## config.mk

```make
export PLATFORM = sky130hd
export DESIGN_NAME = octdac_ctrl
export DESIGN_NICKNAME = d
export VERILOG_FILES = /design/src/rtl/octdac_ctrl.sv
export SDC_FILE = /design/constraint.sdc
export NUM_CORES = 1
export LEC_CHECK = 0
export ABC_AREA = 0
export CAP_MARGIN = 30
export CORE_MARGIN = 2
export CORE_UTILIZATION = 25
export CTS_CLUSTER_SIZE = 12
export DETAILED_ROUTE_END_ITERATION = 10
export PLACE_DENSITY = 0.45
export SLEW_MARGIN = 30
export SYNTH_ARGS = -nofsm -noshare
export SYNTH_HDL_FRONTEND = slang
export SYNTH_SLANG_ARGS = --single-unit
```

## constraint.sdc

```tcl
create_clock -name clk -period 4.2 [get_ports clk]
set_input_delay 0.63 -clock clk [delete_from_list [all_inputs] [get_ports clk]]
set_output_delay 0.63 -clock clk [all_outputs]
set_load 0.01 [all_outputs]
```

## src/rtl/octdac_ctrl.sv

```systemverilog
module octdac_ctrl #(
  parameter int RES      = 12,
  parameter bit CLR_MID  = 1'b1,
  parameter bit REF_INT0 = 1'b1,
  parameter int WAKE_CH  = 1000,
  parameter int WAKE_ALL = 1200
) (
  input  logic             clk,
  input  logic             rst_n,
  input  logic             cmd_valid,
  input  logic [3:0]       cmd_op,
  input  logic [3:0]       cmd_addr,
  input  logic [15:0]      cmd_data,
  input  logic             sel_n,
  input  logic             ld_n,
  input  logic             clr_n,
  output logic [8*RES-1:0] dac_code,
  output logic [7:0]       ch_off,
  output logic             ref_internal,
  output logic             ref_enabled,
  output logic [7:0]       ch_ready
);
  localparam int NCH = 8;
  localparam int TW  = $clog2(WAKE_ALL + 1);
  localparam logic [RES-1:0] RST_CODE = CLR_MID ? {1'b1, {(RES-1){1'b0}}} : '0;

  logic [RES-1:0] in_reg  [NCH];
  logic [RES-1:0] act_reg [NCH];
  logic [RES-1:0] in_nx   [NCH];
  logic [TW-1:0]  wcnt    [NCH];
  logic [NCH-1:0] hit, pu, pdm, off_nx, waking;
  logic           ld_q, ld_pend, chip_off;

  wire go         = cmd_valid & clr_n;
  wire adr_all    = cmd_addr == 4'hF;
  wire adr_ok     = adr_all | ~cmd_addr[3];
  wire a_go       = go & adr_ok;
  wire op_wr      = a_go & (cmd_op == 4'h0 || cmd_op == 4'h2 || cmd_op == 4'h3);
  wire op_upd_n   = a_go & (cmd_op == 4'h1);
  wire op_upd_all = a_go & (cmd_op == 4'h2);
  wire op_wrupd   = a_go & (cmd_op == 4'h3);
  wire op_pd_n    = a_go & (cmd_op == 4'h4) & ld_n;
  wire op_pd_chip = go & (cmd_op == 4'h5) & ld_n;
  wire op_ref_int = go & (cmd_op == 4'h6);
  wire op_ref_ext = go & (cmd_op == 4'h7);

  wire [RES-1:0] new_code = cmd_data[15 -: RES];
  wire unused_low = ^cmd_data[15-RES:0];

  wire ld_fall  = ld_q & ~ld_n;
  wire ld_now   = clr_n & sel_n & (ld_fall | ld_pend);
  wire all_down = (&ch_off) & ~ref_enabled;
  wire [TW-1:0] wake_len = all_down ? TW'(WAKE_ALL) : TW'(WAKE_CH);

  assign hit    = adr_all ? '1 : (adr_ok ? (NCH'(1) << cmd_addr[2:0]) : '0);
  assign pu     = ({NCH{op_upd_n | op_wrupd}} & hit) | {NCH{op_upd_all | ld_now | ~ld_n}};
  assign pdm    = ({NCH{op_pd_n}} & hit) | {NCH{op_pd_chip}};
  assign off_nx = (ch_off | pdm) & ~pu;
  assign waking = ch_off & ~off_nx;

  always_comb begin
    for (int i = 0; i < NCH; i++)
      in_nx[i] = (op_wr && hit[i]) ? new_code : in_reg[i];
  end

  always_ff @(posedge clk or negedge rst_n) begin
    if (!rst_n) begin
      ld_q         <= 1'b1;
      ld_pend      <= 1'b0;
      ch_off       <= '0;
      ref_internal <= REF_INT0;
      ref_enabled  <= REF_INT0;
      chip_off     <= 1'b0;
      for (int i = 0; i < NCH; i++) begin
        in_reg[i]  <= RST_CODE;
        act_reg[i] <= RST_CODE;
        wcnt[i]    <= '0;
      end
    end else begin
      ld_q    <= ld_n;
      ld_pend <= clr_n & ~sel_n & (ld_fall | ld_pend);
      ch_off  <= off_nx;

      if (op_ref_int) begin
        ref_internal <= 1'b1;
        ref_enabled  <= 1'b1;
        chip_off     <= 1'b0;
      end else if (op_ref_ext) begin
        ref_internal <= 1'b0;
        ref_enabled  <= 1'b0;
        chip_off     <= 1'b0;
      end else if (op_pd_chip && pu == '0) begin
        ref_enabled <= 1'b0;
        chip_off    <= ref_internal;
      end else if (pu != '0 && chip_off) begin
        ref_enabled <= 1'b1;
        chip_off    <= 1'b0;
      end

      for (int i = 0; i < NCH; i++) begin
        if (!clr_n) begin
          in_reg[i]  <= RST_CODE;
          act_reg[i] <= RST_CODE;
        end else begin
          in_reg[i] <= in_nx[i];
          if (ld_now || op_upd_all || ((op_upd_n || op_wrupd) && hit[i]))
            act_reg[i] <= in_nx[i];
        end
        if (off_nx[i])      wcnt[i] <= '0;
        else if (waking[i]) wcnt[i] <= wake_len;
        else if (wcnt[i] != '0) wcnt[i] <= wcnt[i] - 1'b1;
      end
    end
  end

  for (genvar g = 0; g < NCH; g++) begin : g_out
    assign dac_code[g*RES +: RES] = act_reg[g];
    assign ch_ready[g] = ~ch_off[g] & (wcnt[g] == '0);
  end
endmodule

```

==> metrics.txt, run 1 <==
status=completed; Max VDD drop=0.000262 V; effective utilization at floorplan=25.2%; Async SR Flop Fraction=100%; TritonCTS clock tree=yes; Final HPWL DP=25.6 mm; Worst-path clk slew=0.06 ns; max_slew headroom=41.6%; Resized Gates After CTS=0; Post-synth EDFFs=0; row count=85; first-pass GRT wire length=60.0 mm; CP arrival=3.08 ns; DRT iter0 DRCs=468; antenna-violating nets left=0; via-per-instance ratio=4.66; Fillers=5506; Multi-input gate area=5870 sq um; final cell count without fillers=2099; Clock Skew=0.0200 ns; I/O Buffers=139; initial antenna violation count=0; Top FF cell, synth=dfrtp_1; worst hold path type=in2async; Worst path top cell family by delay=simple AND/OR/NAND/NOR gates; syn_nets=1258; Yosys reg bits=293; WHS=0.0919 ns; global route overflow=0; Synth Cell Area=13600 sq um; Worst Path Max Fanout=9; I/O Pins=144; largest stage delay on the critical path=0.73 ns; Detailed Routing Iterations Pass 1=7; Critical Path RT=3.57 ns; Final Hold Fails=0; vias=9790; Slew @ Worst Pin=0.876 ns; synth warn=0; Max Fclk=270 MHz; LEAKAGE=7.62 nW; clock buffer depth=3; register area share after synthesis=54.1%; Buf+Inv Stages, Crit Path=2; worst-skew pair later-pin latency=0.56 ns; FF/Latch Area=7360 sq um; chip width=237 microns; GRT Util Overall=13.7%; total negative slack=0 ns; number of global-route vias before repair=9965; H-tree lvl count=2; total CTS buffers=36; slowest CP cell=nor4b_2; RD Place Congestion=0.794; Final min period=3.71 ns; clock tree sinks=293; Pins Over Slew Limit=0; post-CTS setup buffers=0; die height=237 microns; layout cells sized above 1=16.8%; die area=56200 sq um; core box area=53800 sq um; Routed WL=37.8 mm; CP Capture Type=output port; fin crit share=88.3%; routed len/inst=18.0 microns; cells after synthesis=1220; CTS Hold Bufs=0; Setup crit start kind=flop; pin count of the biggest net entering global routing=93; cell area power density=491 nW/um^2; Yosys cell types=72; RSZ-0062 raised after global routing=false; Max-Cap Viols=0; synthesis-to-layout area growth=26.0%; fin nets=1414; post-layout util=31.8%; # placed instances=2034; Crit Path Category=reg2out; endpoints failing setup=0; Cell Chain, Critical Path=inv_1, ha_1, or3b_1, nor4b_2, clkdlybuf4s50_1; syn_area_per_cell=11.1 sq um; # DRC=0; CTS root buf=clkbuf_16
[worst paths after layout]
| check | start | to | slack, ns | depth (start not counted) |
|---|---|---|---|---|
| setup / recovery | wcnt[0] | ch_ready[7] | 0.49 | 5 |
| hold / removal | rst_n | dac_code[85] | 0.09 | 1 |
| setup reg to reg | wcnt[66] | wcnt[69] | 1.67 | 7 |
| hold reg to reg | ref_internal | ref_internal | 0.51 | 2 |
| max in group asynchronous | rst_n | in_reg[35] | 3.11 | 2 |
| min in group clk | ref_internal | ref_internal | 0.51 | 2 |
[Yosys cell counts (all sizes together), types with 10 or more instances]
| cell | number | share of area (%) |
|---|---|---|
| a211oi | 20 | 1.1 |
| nor2b | 13 | 0.60 |
| xor2 | 23 | 1.5 |
| dfrtp | 274 | 50 |
| o31ai | 10 | 0.55 |
| dfstp | 19 | 3.7 |
| o21ai | 43 | 1.6 |
| xnor2 | 28 | 1.8 |
| nand3 | 38 | 1.4 |
| mux2i | 75 | 6.4 |
| nor2 | 40 | 1.1 |
| clkbuf | 38 | 1.1 |
| buf | 22 | 0.96 |
| a21oi | 62 | 2.3 |
| or3 | 23 | 1.1 |
| mux2 | 96 | 8.0 |
| nand2 | 166 | 4.6 |
| nor4 | 18 | 0.87 |
| inv | 30 | 0.83 |
| nor3 | 40 | 1.5 |
[stage by stage]
step,total power [mW],setup slack (ns),instance area (sq um)
2_1_floorplan,4.82,1.54,13600
3_3_place_gp,5.24,0.699,15900
3_5_place_dp,5.29,0.637,15900
4_1_cts,8.56,0.439,17100
5_1_grt,8.95,0.309,17100
6_report,8.41,0.490,17100
[cells in the final DEF, fill, tap and decap left out, types with 9 or more instances in the layout]
cell and instances:
a211oi_1 19, a21oi_1 62, a31oi_1 9, buf_4 38, clkbuf_1 11, clkbuf_16 37, clkdlybuf4s50_1 137, dfrtp_1 274
dfstp_2 19, inv_1 30, mux2_1 10, mux2_2 86, mux2i_1 65, mux2i_4 10, nand2_1 166, nand3_1 38
nor2_1 39, nor2b_1 13, nor3_1 38, nor4_1 17, o21ai_0 37, or3_1 23, xnor2_1 28, xor2_1 23
[cells by family after synthesis]
group / synth area share [%]
multiplexers: 14.4
XOR/XNOR: 3.29
AND/OR/NAND/NOR: 15.1
AO/OA/AOI/OAI: 9.50
flip-flops: 54.1
adder cells (fa/ha/maj): 0.737
buffers and inverters: 2.84
[layout make-up]
| cell class | instances | area share (%) |
|---|---|---|
| flip-flops and latches | 293 | 43.0 |
| multi-input cells | 837 | 34.3 |
| repair buffers | 178 | 10.0 |
| clock buffers | 53 | 6.05 |
| well taps | 696 | 5.09 |
| clock inverters | 10 | 0.928 |
| inverters | 30 | 0.658 |
| diodes | 2 | 0.0292 |
[metal layers]
metal	part of all wire (%)	GRT usage [%]
met1	49	19.7
met5	0	0
met4	1.9	3.62
met2	45	20.7
met3	4.7	2.88
[report_power, final]
group	switching (mW)	internal [mW]
sequential	0.398	3.24
clock	1.27	1.91
combinational	0.798	0.795
(Power assumes the default switching activity.)
==> inputs of run 2 (changes only) <==
--- a/config.mk
+++ b/config.mk
@@ -6,7 +6,6 @@
 export NUM_CORES = 1
 export LEC_CHECK = 0
 export ABC_AREA = 0
-export CAP_MARGIN = 30
 export CORE_MARGIN = 2
 export CORE_UTILIZATION = 25
 export CTS_CLUSTER_SIZE = 12
==> results of run 2 <==
Same layout as run 1: the final DEF is identical, and so are final timing and power.
==> inputs of run 3 (changes only) <==
--- a/config.mk
+++ b/config.mk
@@ -6,11 +6,12 @@
 export NUM_CORES = 1
 export LEC_CHECK = 0
 export ABC_AREA = 0
+export CAP_MARGIN = 20
 export CORE_MARGIN = 2
 export CORE_UTILIZATION = 25
 export CTS_CLUSTER_SIZE = 12
 export DETAILED_ROUTE_END_ITERATION = 10
-export PLACE_DENSITY = 0.45
+export PLACE_DENSITY = 0.46
 export SLEW_MARGIN = 30
 export SYNTH_ARGS = -nofsm -noshare
 export SYNTH_HDL_FRONTEND = slang
==> constraint.sdc (replaced) <==
create_clock -name clk -period 3.3 [get_ports clk]
set_input_delay 0.495 -clock clk [delete_from_list [all_inputs] [get_ports clk]]
set_output_delay 0.495 -clock clk [all_outputs]
set_load 0.01 [all_outputs]
==> metrics.txt, run 3 (synthesis results as in run 1) <==
status=completed; die height=237 microns; DRT iter0 DRCs=531; hold depth=2; # placed instances=2065; stages on the worst setup path=5; Multi-input gate area=5950 sq um; RD Place Congestion=0.829; reg2reg path depth=8; clock tree sinks=293; worst-skew pair later-pin latency=0.55 ns; antenna-violating nets left=0; RSZ-0062 raised after global routing=false; first-pass GRT wire length=59.9 mm; cell area power density=609 nW/um^2; CP Capture Type=output port; fin crit share=93.9%; total CTS buffers=37; Detailed Routing Iterations Pass 1=5; met2 wire len=16.8 mm; Setup crit start kind=flop; top sig layer=met4; worst hold start=clr_n; fin nets=1450; Final HPWL DP=25.7 mm; GRT Util Overall=13.6%; Clock Skew=0.0217 ns; routed len/inst=17.6 microns; Cell Chain, Critical Path=inv_1, ha_1, or3b_1, nor4b_4, clkdlybuf4s50_1; Pins Over Slew Limit=0; global route overflow=0; Ant. Diodes=0; met3 wire length=2.12 mm; endpoints failing setup=0; Max-Cap Viols=0; worst r2r dst=wcnt[69]; CP arrival=2.60 ns; I/O Pins=144; CTS root buf=clkbuf_16; total negative slack=0 ns; Max VDD drop=0.000311 V; Buf+Inv Stages, Crit Path=2; final cell count without fillers=2137; clock buffer depth=3; row count=85; largest stage delay on the critical path=0.61 ns; max_slew headroom=48.6%; layout cells sized above 1=19.3%; Critical Path RT=2.80 ns; # DRC=0; pin count of the biggest net entering global routing=120; worst hold path type=in2reg; number of global-route vias before repair=10.2k; M1 WL=18.0 mm; post-layout util=32.5%; TritonCTS clock tree=yes; slowest CP cell=clkdlybuf4s50_1; H-tree lvl count=2; initial antenna violation count=0; Min-Delay Endpoint=ld_pend; LEAKAGE=7.85 nW; chip width=237 microns; R2R setup slack=0.76 ns; Reg-to-Reg Start=wcnt[67]; I/O Buffers=139; total power=10.7 mW; Fillers=5434; core box area=53800 sq um; Worst path top cell family by delay=simple AND/OR/NAND/NOR gates; synthesis-to-layout area growth=28.8%; FF/Latch Area=7360 sq um; die area=56200 sq um; Crit Path Category=reg2out; Routed WL=37.6 mm; Slew @ Worst Pin=0.765 ns; vias=9948; Worst Path Max Fanout=4; effective utilization at floorplan=25.2%; commonest non-fill, non-tap cells in the layout=274 x dfrtp_1, 166 x nand2_1, 135 x clkdlybuf4s50_1; most common cell after layout, fill and taps aside=dfrtp_1; via-per-instance ratio=4.66; Final min period=3.10 ns; Final Hold Fails=0; Max Fclk=323 MHz; Worst-path clk slew=0.06 ns
==> run 3: power by group <==
group | total [mW] | internal [mW] | leakage [nW] | switching, mW
logic | 2.13 | 1.08 | 3.44 | 1.05
clock network | 3.88 | 2.29 | 0.561 | 1.59
registers | 4.65 | 4.12 | 3.85 | 0.529
total | 10.7 | 7.49 | 7.85 | 3.17
==> run 3: worst max path at each step <==
stage | to | from | slack, ns
floorplan | dac_code[34] | cmd_addr[3] | 0.78
global placement | wcnt[68] | cmd_addr[3] | 0.19
detailed placement | dac_code[43] | cmd_addr[1] | 0.17
CTS | ch_ready[5] | wcnt[22] | 0.004
global route | ch_ready[7] | wcnt[0] | 0.01
finish | ch_ready[7] | wcnt[0] | 0.20
==> run 3: cell type report <==
cell class	instances	area share, %
clock buffers	62	6.29
clock inverters	6	0.336
inverters	30	0.644
multi-input cells	837	34.0
flip-flops and latches	293	42.0
well taps	696	4.98
repair buffers	213	11.7
==> run 3: worst reg2reg max path: stages (launching register included) <==
cell	delay, ns
dfrtp_1	0.40
inv_1	0.08
ha_1	0.17
or3b_4	0.43
buf_4	0.16
nor4_2	0.68
nor3_1	0.10
mux2i_1	0.32
a21oi_1	0.08
==> run 3: metal layers <==
| metal | GRT usage, % | vias up |
|---|---|---|
| met5 | 0 | - |
| met4 | 3.54 | 0 |
| met3 | 3.00 | 45 |
| met2 | 21.1 | 207 |
| met1 | 19.1 | 4946 |
| li1 | - | 4750 |
==> run 3: through the flow <==
stage | cell area (sq um) | setup WS [ns] | hold slack, ns
CTS | 17400 | 0.00422 | 0.286
detailed placement | 16200 | 0.172 | 0.476
global route | 17500 | 0.0125 | 0.304
finish | 17500 | 0.200 | 0.312
global placement | 16200 | 0.193 | 0.482
floorplan | 13600 | 0.778 | 0.199
==> run 3: what timing repair did <==
action | CTS | global route
gates resized for setup | 7 | 11
endpoints found under the hold margin | 48 | 0
buffers inserted | 0 | 3
setup endpoints to repair | 4 | 6
hold buffers | 1 | 0
pin swaps | 0 | 1
